[src/rtl/bphase_pkg.sv]
`timescale 1ns/1ps
package bphase_pkg;
  // Strobes passed from the control module to the datapath each system cycle.
  typedef struct packed {
    logic busLvl;   // synchronized bus clock level
    logic busRise;  // one-cycle pulse on a synchronized bus clock rising edge
    logic ackLvl;   // synchronized acknowledge level (active low)
    logic copRise;  // one-cycle pulse on a synchronized coprocessor clock rising edge
    logic armed;    // divider held low until the first acknowledge edge
  } phaseCtl_t;
endpackage

[src/rtl/bphase_sync.sv]
`timescale 1ns/1ps
module bphase_sync #(
  parameter int   STAGES  = 2,
  parameter logic RST_VAL = 1'b0
) (
  input  logic clk,
  input  logic rstN,
  input  logic din,
  output logic dout
);
  localparam int LAST = STAGES - 1;

  logic [LAST:0] chain;

  generate
    if (STAGES < 2) begin : gBad
      initial $error("bphase_sync needs at least two stages");
    end
  endgenerate

  always_ff @(posedge clk or negedge rstN) begin
    if (!rstN) chain <= {STAGES{RST_VAL}};
    else       chain <= {chain[LAST-1:0], din};
  end

  assign dout = chain[LAST];
endmodule

[src/rtl/bphase_ctrl.sv]
`timescale 1ns/1ps
module bphase_ctrl import bphase_pkg::*; #(
  parameter int SYNC_STAGES = 2
) (
  input  logic      clk,
  input  logic      rstN,
  input  logic      busClk,
  input  logic      dtackN,
  input  logic      copClk,
  output phaseCtl_t ctl
);
  logic busSync, ackSync, copSync;
  logic busPrev, ackPrev, copPrev;
  logic armed;
  logic ackFall;

  // Idle levels on reset keep any edge from being detected falsely.
  bphase_sync #(.STAGES(SYNC_STAGES), .RST_VAL(1'b1)) uBusSync (
    .clk(clk), .rstN(rstN), .din(busClk), .dout(busSync));
  bphase_sync #(.STAGES(SYNC_STAGES), .RST_VAL(1'b1)) uAckSync (
    .clk(clk), .rstN(rstN), .din(dtackN), .dout(ackSync));
  bphase_sync #(.STAGES(SYNC_STAGES), .RST_VAL(1'b1)) uCopSync (
    .clk(clk), .rstN(rstN), .din(copClk), .dout(copSync));

  always_ff @(posedge clk or negedge rstN) begin
    if (!rstN) begin
      busPrev <= 1'b1;
      ackPrev <= 1'b1;
      copPrev <= 1'b1;
    end else begin
      busPrev <= busSync;
      ackPrev <= ackSync;
      copPrev <= copSync;
    end
  end

  assign ackFall = ackPrev & ~ackSync;

  // Arming flag: set by reset, cleared once by the first acknowledge edge.
  always_ff @(posedge clk or negedge rstN) begin
    if (!rstN)        armed <= 1'b1;
    else if (ackFall) armed <= 1'b0;
  end

  always_comb begin
    ctl.busLvl  = busSync;
    ctl.busRise = busSync & ~busPrev;
    ctl.ackLvl  = ackSync;
    ctl.copRise = copSync & ~copPrev;
    ctl.armed   = armed;
  end

  // release happens only on an acknowledge falling edge
  a_r3_release_on_ack: assert property (@(posedge clk) disable iff (!rstN)
    $fell(armed) |-> $past(ackFall));

  // once released, only reset can re-arm
  a_r4_stays_released: assert property (@(posedge clk) disable iff (!rstN)
    !armed |=> !armed);
endmodule

[src/rtl/bphase_datapath.sv]
`timescale 1ns/1ps
module bphase_datapath import bphase_pkg::*; (
  input  logic      clk,
  input  logic      rstN,
  input  phaseCtl_t ctl,
  output logic      phaseHalf,
  output logic      phaseStrobeN,
  output logic      prelimAckN,
  output logic      trigAckN,
  output logic      sizeAckN
);
  logic halfNext;
  logic lowWindowN;

  // Held low while armed, otherwise toggles on each bus clock rising edge.
  always_comb begin
    if (ctl.armed)        halfNext = 1'b0;
    else if (ctl.busRise) halfNext = ~phaseHalf;
    else                  halfNext = phaseHalf;
  end

  // Active-low window where both the bus clock and the divider are low.
  assign lowWindowN = ctl.busLvl | halfNext;

  always_ff @(posedge clk or negedge rstN) begin
    if (!rstN) begin
      phaseHalf    <= 1'b0;
      phaseStrobeN <= 1'b1;
      prelimAckN   <= 1'b1;
      trigAckN     <= 1'b1;
    end else begin
      phaseHalf    <= halfNext;
      phaseStrobeN <= lowWindowN;
      prelimAckN   <= lowWindowN;
      trigAckN     <= lowWindowN | ctl.ackLvl;
    end
  end

  // Re-time to coprocessor clock rising edges; a missed edge waits for the next.
  always_ff @(posedge clk or negedge rstN) begin
    if (!rstN)            sizeAckN <= 1'b1;
    else if (ctl.copRise) sizeAckN <= trigAckN;
  end

  // divider held low while armed
  a_r2_held_low: assert property (@(posedge clk) disable iff (!rstN)
    ctl.armed |-> !phaseHalf);

  // toggles on every bus rising edge after release
  a_r3_toggle_on_rise: assert property (@(posedge clk) disable iff (!rstN)
    (ctl.busRise && !ctl.armed) |=> (phaseHalf != $past(phaseHalf)));

  // no change without a bus rising edge
  a_r3_hold_between: assert property (@(posedge clk) disable iff (!rstN)
    !ctl.busRise |=> $stable(phaseHalf));

  // strobe is OR of bus level and divider
  a_r5_strobe_or: assert property (@(posedge clk) disable iff (!rstN)
    phaseStrobeN == ($past(ctl.busLvl) | phaseHalf));

  // triggered acknowledge only inside the preliminary window
  a_r7_trig_in_window: assert property (@(posedge clk) disable iff (!rstN)
    !trigAckN |-> !prelimAckN);

  // size acknowledge moves only on coprocessor rising edges
  a_r8_size_on_cop: assert property (@(posedge clk) disable iff (!rstN)
    !ctl.copRise |=> $stable(sizeAckN));

  // size acknowledge takes the triggered value at the edge
  a_r8_size_follows: assert property (@(posedge clk) disable iff (!rstN)
    ctl.copRise |=> (sizeAckN == $past(trigAckN)));
endmodule

[src/rtl/busphase_divider.sv]
`timescale 1ns/1ps
module busphase_divider import bphase_pkg::*; #(
  parameter int SYNC_STAGES = 2
) (
  input  logic clk,
  input  logic rstN,
  input  logic busClk,
  input  logic dtackN,
  input  logic copClk,
  output logic phaseHalf,
  output logic phaseStrobeN,
  output logic prelimAckN,
  output logic trigAckN,
  output logic sizeAckN
);
  phaseCtl_t ctl;

  bphase_ctrl #(.SYNC_STAGES(SYNC_STAGES)) uCtrl (
    .clk(clk), .rstN(rstN), .busClk(busClk), .dtackN(dtackN),
    .copClk(copClk), .ctl(ctl));

  bphase_datapath uData (
    .clk(clk), .rstN(rstN), .ctl(ctl),
    .phaseHalf(phaseHalf), .phaseStrobeN(phaseStrobeN),
    .prelimAckN(prelimAckN), .trigAckN(trigAckN), .sizeAckN(sizeAckN));
endmodule

[config.mk]
export PLATFORM = sky130hd
export DESIGN_NAME = busphase_divider
export DESIGN_NICKNAME = d
export VERILOG_FILES = /design/src/rtl/bphase_pkg.sv /design/src/rtl/bphase_sync.sv /design/src/rtl/bphase_ctrl.sv /design/src/rtl/bphase_datapath.sv /design/src/rtl/busphase_divider.sv
export SDC_FILE = /design/constraint.sdc
export NUM_CORES = 1
export LEC_CHECK = 0
export ABC_AREA = 1
export BUFFER_PORTS_ARGS = -buffer_cell sky130_fd_sc_hd__buf_2
export CORE_AREA = 8 8 45 47
export DETAILED_ROUTE_END_ITERATION = 16
export DIE_AREA = 0 0 53 55
export PLACE_DENSITY = 0.62
export SLEW_MARGIN = 5
export SYNTH_ARGS = -nofsm -noshare
export SYNTH_HDL_FRONTEND = slang
export SYNTH_SLANG_ARGS = --single-unit
export TNS_END_PERCENT = 50
[constraint.sdc]
create_clock -name clk -period 1 [get_ports clk]
set_input_delay 0.1 -clock clk [delete_from_list [all_inputs] [get_ports clk]]
set_output_delay 0.1 -clock clk [all_outputs]
set_load 0.05 [all_outputs]
* Yosys cells after proc, flatten, opt, wreduce, memory -nomap -nowiden
Cells that the tools add are included.
** Storage, ports and cells
- Output and inout port bits :: 5
- Flip-flop bits (word level) :: 14
- Word-level logic and storage cells :: 22
** Operators by class
- Multiplexer cells :: 2
- Bitwise logic cells :: 9
** Operator list (count)
- $not A1 Y1 :: 4
- $and A1 B1 Y1 :: 3
- $mux W1 :: 2
- $or A1 B1 Y1 :: 2

* Logic depth before layout (Yosys ltp)
Gate-level depths: netlist of the first run.
- Depth after elaboration :: 6
- Mapped depth :: 4
- Gate-level depth less buffers :: 4

* Hierarchy
Synthesis of the first run repeated with hierarchy kept, for this count alone.
** Second synthesis, totals
- Cell total of the unflattened synthesis :: 39
- Area total of the unflattened synthesis :: 489.2 µm²
** By module, submodules not included
- bphase_datapath :: cells an instance 19, area an instance 172.7 µm², seq. area each 103.8 µm², instances 1
- bphase_ctrl :: cells an instance 14, area an instance 158.9 µm², seq. area each 105.1 µm², instances 1
- bphase_sync :: cells an instance 2, area an instance 52.6 µm², seq. area each 52.6 µm², instances 3

* Least setup slack after synthesis of the first run
No wires, ideal clock.
- Path type :: register -> output
- From :: reg uData.phaseStrobeN (netlist name)
- To :: out prelimAckN
- Data arrival time :: 0.917 ns
- Data required time :: 0.900 ns
- Stages on the path, launching flop included :: 2
- Setup slack :: -0.017 ns
- Path through :: dfstp_2 -> buf_4
** RTL lines
- end, declared :: line busphase_divider.sv:12 : output logic prelimAckN,

* Worst setup path after layout of the first run
- From :: reg uData.phaseStrobeN
- To :: out phaseStrobeN
** RTL lines
- start, declared :: line bphase_datapath.sv:7 : output logic phaseStrobeN,
- start signal, assigned :: line bphase_datapath.sv:33 : phaseStrobeN <= lowWindowN;
- end, declared :: line busphase_divider.sv:11 : output logic phaseStrobeN,
No word-level cell between the ends.

==> results of run 1 <==
==> worst max path at each step <==
| stage | startpoint | endpoint | slack (ps) | cells past startpoint |
|---|---|---|---|---|
| after floorplan | uData.phaseHalf | uData.phaseHalf | 20 | 3 |
| after global placement | uData.trigAckN | trigAckN | 140 | 1 |
| after detailed placement | uData.sizeAckN | sizeAckN | 140 | 1 |
| after CTS | uData.phaseStrobeN | prelimAckN | -90 | 1 |
| after global routing | uData.phaseStrobeN | phaseStrobeN | -120 | 1 |
| final | uData.phaseStrobeN | phaseStrobeN | -70 | 1 |
==> power by group <==
group          switching [mW]  internal [mW]  total (mW)
Combinational           0.137         0.0848       0.222
Clock                   0.171          0.221       0.393
Sequential             0.0281          0.630       0.659
==> layer usage <==
layer / GRT usage (%) / wire [um] / vias to the layer above
li1: - / - / 130
met1: 5.36 / 312 / 131
met2: 9.77 / 291 / 9
met3: 3.48 / 49 / 0
met4: 5.17 / 0 / 0
met5: 0 / 0 / -
==> final cells by class <==
| cell class | instances | area (um2) |
|---|---|---|
| clock buffer | 4 | 36.3 |
| fill | 127 | 754 |
| inverter | 6 | 22.5 |
| multi-input combinational | 11 | 60.1 |
| sequential | 14 | 367 |
| tap | 16 | 20.0 |
| timing repair buffer | 13 | 124 |
==> sequential cells by signal (all words and copies together), names as in the netlist <==
signal / count
uCtrl.uAckSync.chain: 2
uCtrl.copPrev: 1
uData.phaseStrobeN: 1
uCtrl.uCopSync.chain: 2
uCtrl.uBusSync.chain: 2
uData.trigAckN: 1
uCtrl.busPrev: 1
uCtrl.ackPrev: 1
uCtrl.armed: 1
uData.phaseHalf: 1
uData.sizeAckN: 1
==> cell families (layout without fill, tap and decap cells) <==
logic type,after synthesis,in the layout,synth area share [%]
AOI/OAI and AO/OA,4,4,6.85
and+or+nand+nor,7,7,6.30
DFF,14,14,80.3
buffers and inverters,7,23,6.58
==> layout by cell type (no fill, tap or decap) <==
master,count
sky130_fd_sc_hd__nand3_1,2
sky130_fd_sc_hd__inv_2,1
sky130_fd_sc_hd__dfstp_2,13
sky130_fd_sc_hd__dlygate4sd3_1,4
sky130_fd_sc_hd__inv_1,5
sky130_fd_sc_hd__o211ai_2,1
sky130_fd_sc_hd__a21oi_2,1
sky130_fd_sc_hd__o21ai_1,1
sky130_fd_sc_hd__clkbuf_4,3
sky130_fd_sc_hd__a21oi_1,1
sky130_fd_sc_hd__buf_2,4
sky130_fd_sc_hd__nor2_1,1
sky130_fd_sc_hd__buf_8,2
sky130_fd_sc_hd__nand2_1,4
sky130_fd_sc_hd__buf_6,3
sky130_fd_sc_hd__dfrtp_1,1
sky130_fd_sc_hd__clkbuf_8,1
==> repair_timing <==
action / in CTS / in global routing
hold buffers: 4 / 0
gates cloned: 0 / 0
setup endpoints to repair: 5 / 5
endpoints found under the hold margin: 17 / 0
resized for setup: 11 / 1
==> results.toml, run 1 <==
[cts]
worst_skew_pair.late_latency_ps = 270
clock_sinks = 14
tritoncts = "yes"
path_clk_slew_ps = 80
cts_setup_buffers = 0
cts-root-buf = "sky130_fd_sc_hd__clkbuf_4"
tritoncts_buffers = 3
number_of_levels_in_the_clock_h_tree = 1
buffer_depth_of_the_longest_clock_path = 2

[routing]
ant_nets = 0
firstDrtPassIters = 3
viasPerCell = 4.22
drt_drc_violations_left = 0
detailed_route_iter0_violations = 1
detail_route.wirelength_um = 653
wire_per_inst_um = 10.2
vias = 270

[logic_synthesis]
syn-num-nets = 37
post-synth-top-count-cell = "sky130_fd_sc_hd__dfstp_2"
synth_area_per_cell_um2 = 14.3
yosysSeqAreaShare_pct = 80.3
synthTopCellsByCount = "sky130_fd_sc_hd__dfstp_2, sky130_fd_sc_hd__inv_1, sky130_fd_sc_hd__nand2_1, sky130_fd_sc_hd__nand3_1"
synth-async-reset-ratio_pct = 100
synth_top_cells_by_area = "sky130_fd_sc_hd__dfstp_2, sky130_fd_sc_hd__dfrtp_1, sky130_fd_sc_hd__inv_1"
post_synth_inst_count = 32
yosys.cell_types.count = 12
netlist_area_um2 = 457
postSynth.topFlopCell = "sky130_fd_sc_hd__dfstp_2"
synth.ff_latch_count = 14
netlist.top_cell.by_area = "sky130_fd_sc_hd__dfstp_2"
synthDominantCellAreaShare_pct = 74.8
synth_enable_flop_cells = 0
yosys_warnings = 0

[sta]
final-max-slew-violation-count = 0
tightestPinTransition_ps = 309
setup_tns_final_ps = -285
fin_hold_ws_ps = 262
finClkSkew_ps = 6.57
relSlewSlack_pct = 79.4
setup_viol = 4
unrepaired_setup_endpoints_after_global_routing = "yes"
setup_slack_ps = -71.9
final.period_utilization_pct = 107
clock.fmax_mhz = 933
layout_min_cycle_time_ps = 1070
hold_viol_final = 0

[finish]
drive_gt1_share_pct = 60.4
post-route-util_pct = 45.5
fin_area_um2 = 629
area.growth.synth_to_final_pct = 37.8
number_of_nets_in_the_layout = 54
n_antenna_cell = 0
finish.cell_count_without_fillers = 64

[min_path]
worstHoldPathType = "input port to asynchronous set/reset pin"

[pwr]
design_power_total_mw = 1.27
vdd_ir_drop_max_uv = 917
pwr_density_cell_mw_per_mm2 = 2020
power_leakage_nw = 0.290

[setup_path]
setup.worst_path.start_class = "flop"
worst_path_largest_cell_delay_ps = 550
crit_arrival_ps = 970
critical_path.n_buffers_inverters = 1
timing.rr.end = "uData.phaseHalf"
critical_path.reg2reg.startpoint = "uCtrl.busPrev"
critical-path-slowest-cell = "sky130_fd_sc_hd__dfstp_2"
timing.critical_path.max_delay_family = "flip-flops"
reg2reg_depth = 3
r2r_setup_slack_ps = 150
crit_chain = "buf_6"
crit_required_ps = 900
critical_path_peak_fanout = 2
end_kind = "output pin"
crit_type = "flop to output pin"

[grt]
antenna_found_initial = 0
grt_pass1_vias = 315
grt_first_pass_wirelength_um = 1230
globalRouteTotalUtil_pct = 6.04
grt_max_degree = 15
grt_overflow_total = 0

[floorplanning]
die_h_um = 55
core_area_mm2 = 0.00138
std_cell_rows = 14
num_io_pins = 10
die_w_um = 53
design.die.area_mm2 = 0.00292
effective_utilization_at_floorplan_pct = 33.0

[placed_design]
finalWeightedCongestion = 0.666
dpl_worst_slack_ps = 139
io_buffers = 9
dp.final_hpwl_um = 442
placed_cells = 56
placement.cell_area_um2 = 514

[outcome]
outcome = "finished, violations left"
failed_checks = "negative setup slack"

[run]
max_cap_check_violation_count = 0
Power figures use the tool's default switching activity.
==> run 2, diff against run 1 <==
- ABC_CLOCK_PERIOD_IN_PS: unset -> 1000
- BUFFER_PORTS_ARGS: -buffer_cell sky130_fd_sc_hd__buf_2 -> unset
- DONT_BUFFER_PORTS: unset -> 1
- PLACE_DENSITY: 0.62 -> 0.55
==> results.toml, run 2 (synthesis gave the netlist of run 1 again) <==
[outcome]
outcome = "finished, violations left"
failed_checks = "negative setup slack"

[grt]
grt_util_met2_pct = 7.62
grt_max_degree = 15
global_route.usage.met3_pct = 2.14
antenna_found_initial = 0
globalRouteMet1Util_pct = 4.57
globalRouteTotalUtil_pct = 5.20
grt_pass1_vias = 265
global_route.peak_usage_layer = "met4"
grt_first_pass_wirelength_um = 1040
grt_overflow_total = 0

[cts]
cts_setup_buffers = 0
number_of_levels_in_the_clock_h_tree = 1
path_clk_slew_ps = 80
clock_sinks = 14
buffer_depth_of_the_longest_clock_path = 2
worst_skew_pair.late_latency_ps = 270
tritoncts = "yes"
cts-root-buf = "sky130_fd_sc_hd__clkbuf_4"
tritoncts_buffers = 3

[setup_path]
critical_path.n_buffers_inverters = 1
r2r_setup_slack_ps = 150
critical_path.reg2reg.startpoint = "uCtrl.busPrev"
critical_path_peak_fanout = 2
timing.rr.end = "uData.phaseHalf"
crit_required_ps = 900
timing.critical_path.max_delay_family = "flip-flops"
crit_arrival_ps = 990
critical-path-slowest-cell = "sky130_fd_sc_hd__dfstp_2"
crit_chain = "buf_12"
reg2reg_depth = 3
end_kind = "output pin"
setup.worst_path.start_class = "flop"
worst_path_largest_cell_delay_ps = 550
crit_type = "flop to output pin"

[finish]
area.growth.synth_to_final_pct = 35.1
number_of_nets_in_the_layout = 49
drive_gt1_share_pct = 55.8
mostFrequentLayoutCell = "sky130_fd_sc_hd__dfstp_2"
post-route-util_pct = 44.6
fin_area_um2 = 617
n_antenna_cell = 0
mostFrequentLayoutCells = "sky130_fd_sc_hd__dfstp_2, sky130_fd_sc_hd__inv_1, sky130_fd_sc_hd__nand2_1, sky130_fd_sc_hd__dlygate4sd3_1"
largest_registers = "uCtrl.uAckSync.chain (2), uCtrl.uBusSync.chain (2), uCtrl.uCopSync.chain (2)"

[pwr]
power_leakage_nw = 0.277
design_power_total_mw = 1.27
pwr_density_cell_mw_per_mm2 = 2050
vdd_ir_drop_max_uv = 1120

[sta]
layout_min_cycle_time_ps = 1090
fin_hold_ws_ps = 250
finClkSkew_ps = 4.30
hold_viol_final = 0
unrepaired_setup_endpoints_after_global_routing = "yes"
setup_viol = 4
tightestPinTransition_ps = 547
clock.fmax_mhz = 921
final-max-slew-violation-count = 0
final.period_utilization_pct = 109
relSlewSlack_pct = 63.4
setup_slack_ps = -86.1

[placed_design]
finalWeightedCongestion = 0.664
io_buffers = 0
placement.cell_area_um2 = 537

[routing]
drt_drc_violations_left = 0
vias = 255
wire_per_inst_um = 10.2
detailed_route_iter0_violations = 2
viasPerCell = 4.32
ant_nets = 0
firstDrtPassIters = 2
detail_route.wirelength_um = 602

[floorplanning]
core_area_mm2 = 0.00138
num_io_pins = 10
design.die.area_mm2 = 0.00292
die_w_um = 53
die_h_um = 55
effective_utilization_at_floorplan_pct = 33.0
std_cell_rows = 14

[min_path]
worstHoldPathType = "input port to asynchronous set/reset pin"

[run]
max_cap_check_violation_count = 0
[run 2: cell count changes in the layout (fill, tap and decap cells not counted), sizes merged]
| cell | delta |
|---|---|
| buf | -5 |
[run 2: how the worst max path moves through the flow]
stage,startpoint,end,slack (ps),cells after the start
CTS,uData.phaseStrobeN,phaseStrobeN,-100,1
global placement,uCtrl.busPrev,uData.phaseHalf,190,3
finish,uData.phaseStrobeN,phaseStrobeN,-90,1
floorplan,uData.phaseHalf,uData.phaseHalf,20,3
global route,uData.phaseStrobeN,phaseStrobeN,-120,1
detailed placement,uCtrl.busPrev,uData.phaseHalf,160,3
[run 2: routing by layer]
layer / vias up / routed length, um
li1: 118 / -
met1: 123 / 220
met2: 10 / 290
met3: 4 / 62
met4: 0 / 29
met5: - / 0
[run 2: where the power goes]
| part | internal [mW] | switching (mW) | total (mW) |
|---|---|---|---|
| sequential | 0.631 | 0.0295 | 0.660 |
| clock | 0.221 | 0.161 | 0.382 |
| combinational | 0.0892 | 0.135 | 0.224 |
[run 2: metrics by stage]
step	instances	TNS [ps]	setup WS (ps)
floorplan	32	0	20.7
global placement	51	0	187
detailed placement	51	0	160
CTS	59	-351	-99.0
global route	59	-447	-124
finish	59	-291	-86.1
[run 2: final cells by class]
class,instances,area (um2)
Tap cell,16,20.0
Inverter,6,22.5
Timing Repair Buffer,8,111
Multi-Input combinational cell,11,60.1
Sequential cell,14,367
Clock buffer,4,36.3
Fill cell,126,767
[run 2: repair_timing]
action	CTS	global route
setup endpoints to repair	4	5
hold buffers	4	0
hold endpoints to repair	17	0
cloned	0	0
gates resized for setup	0	1
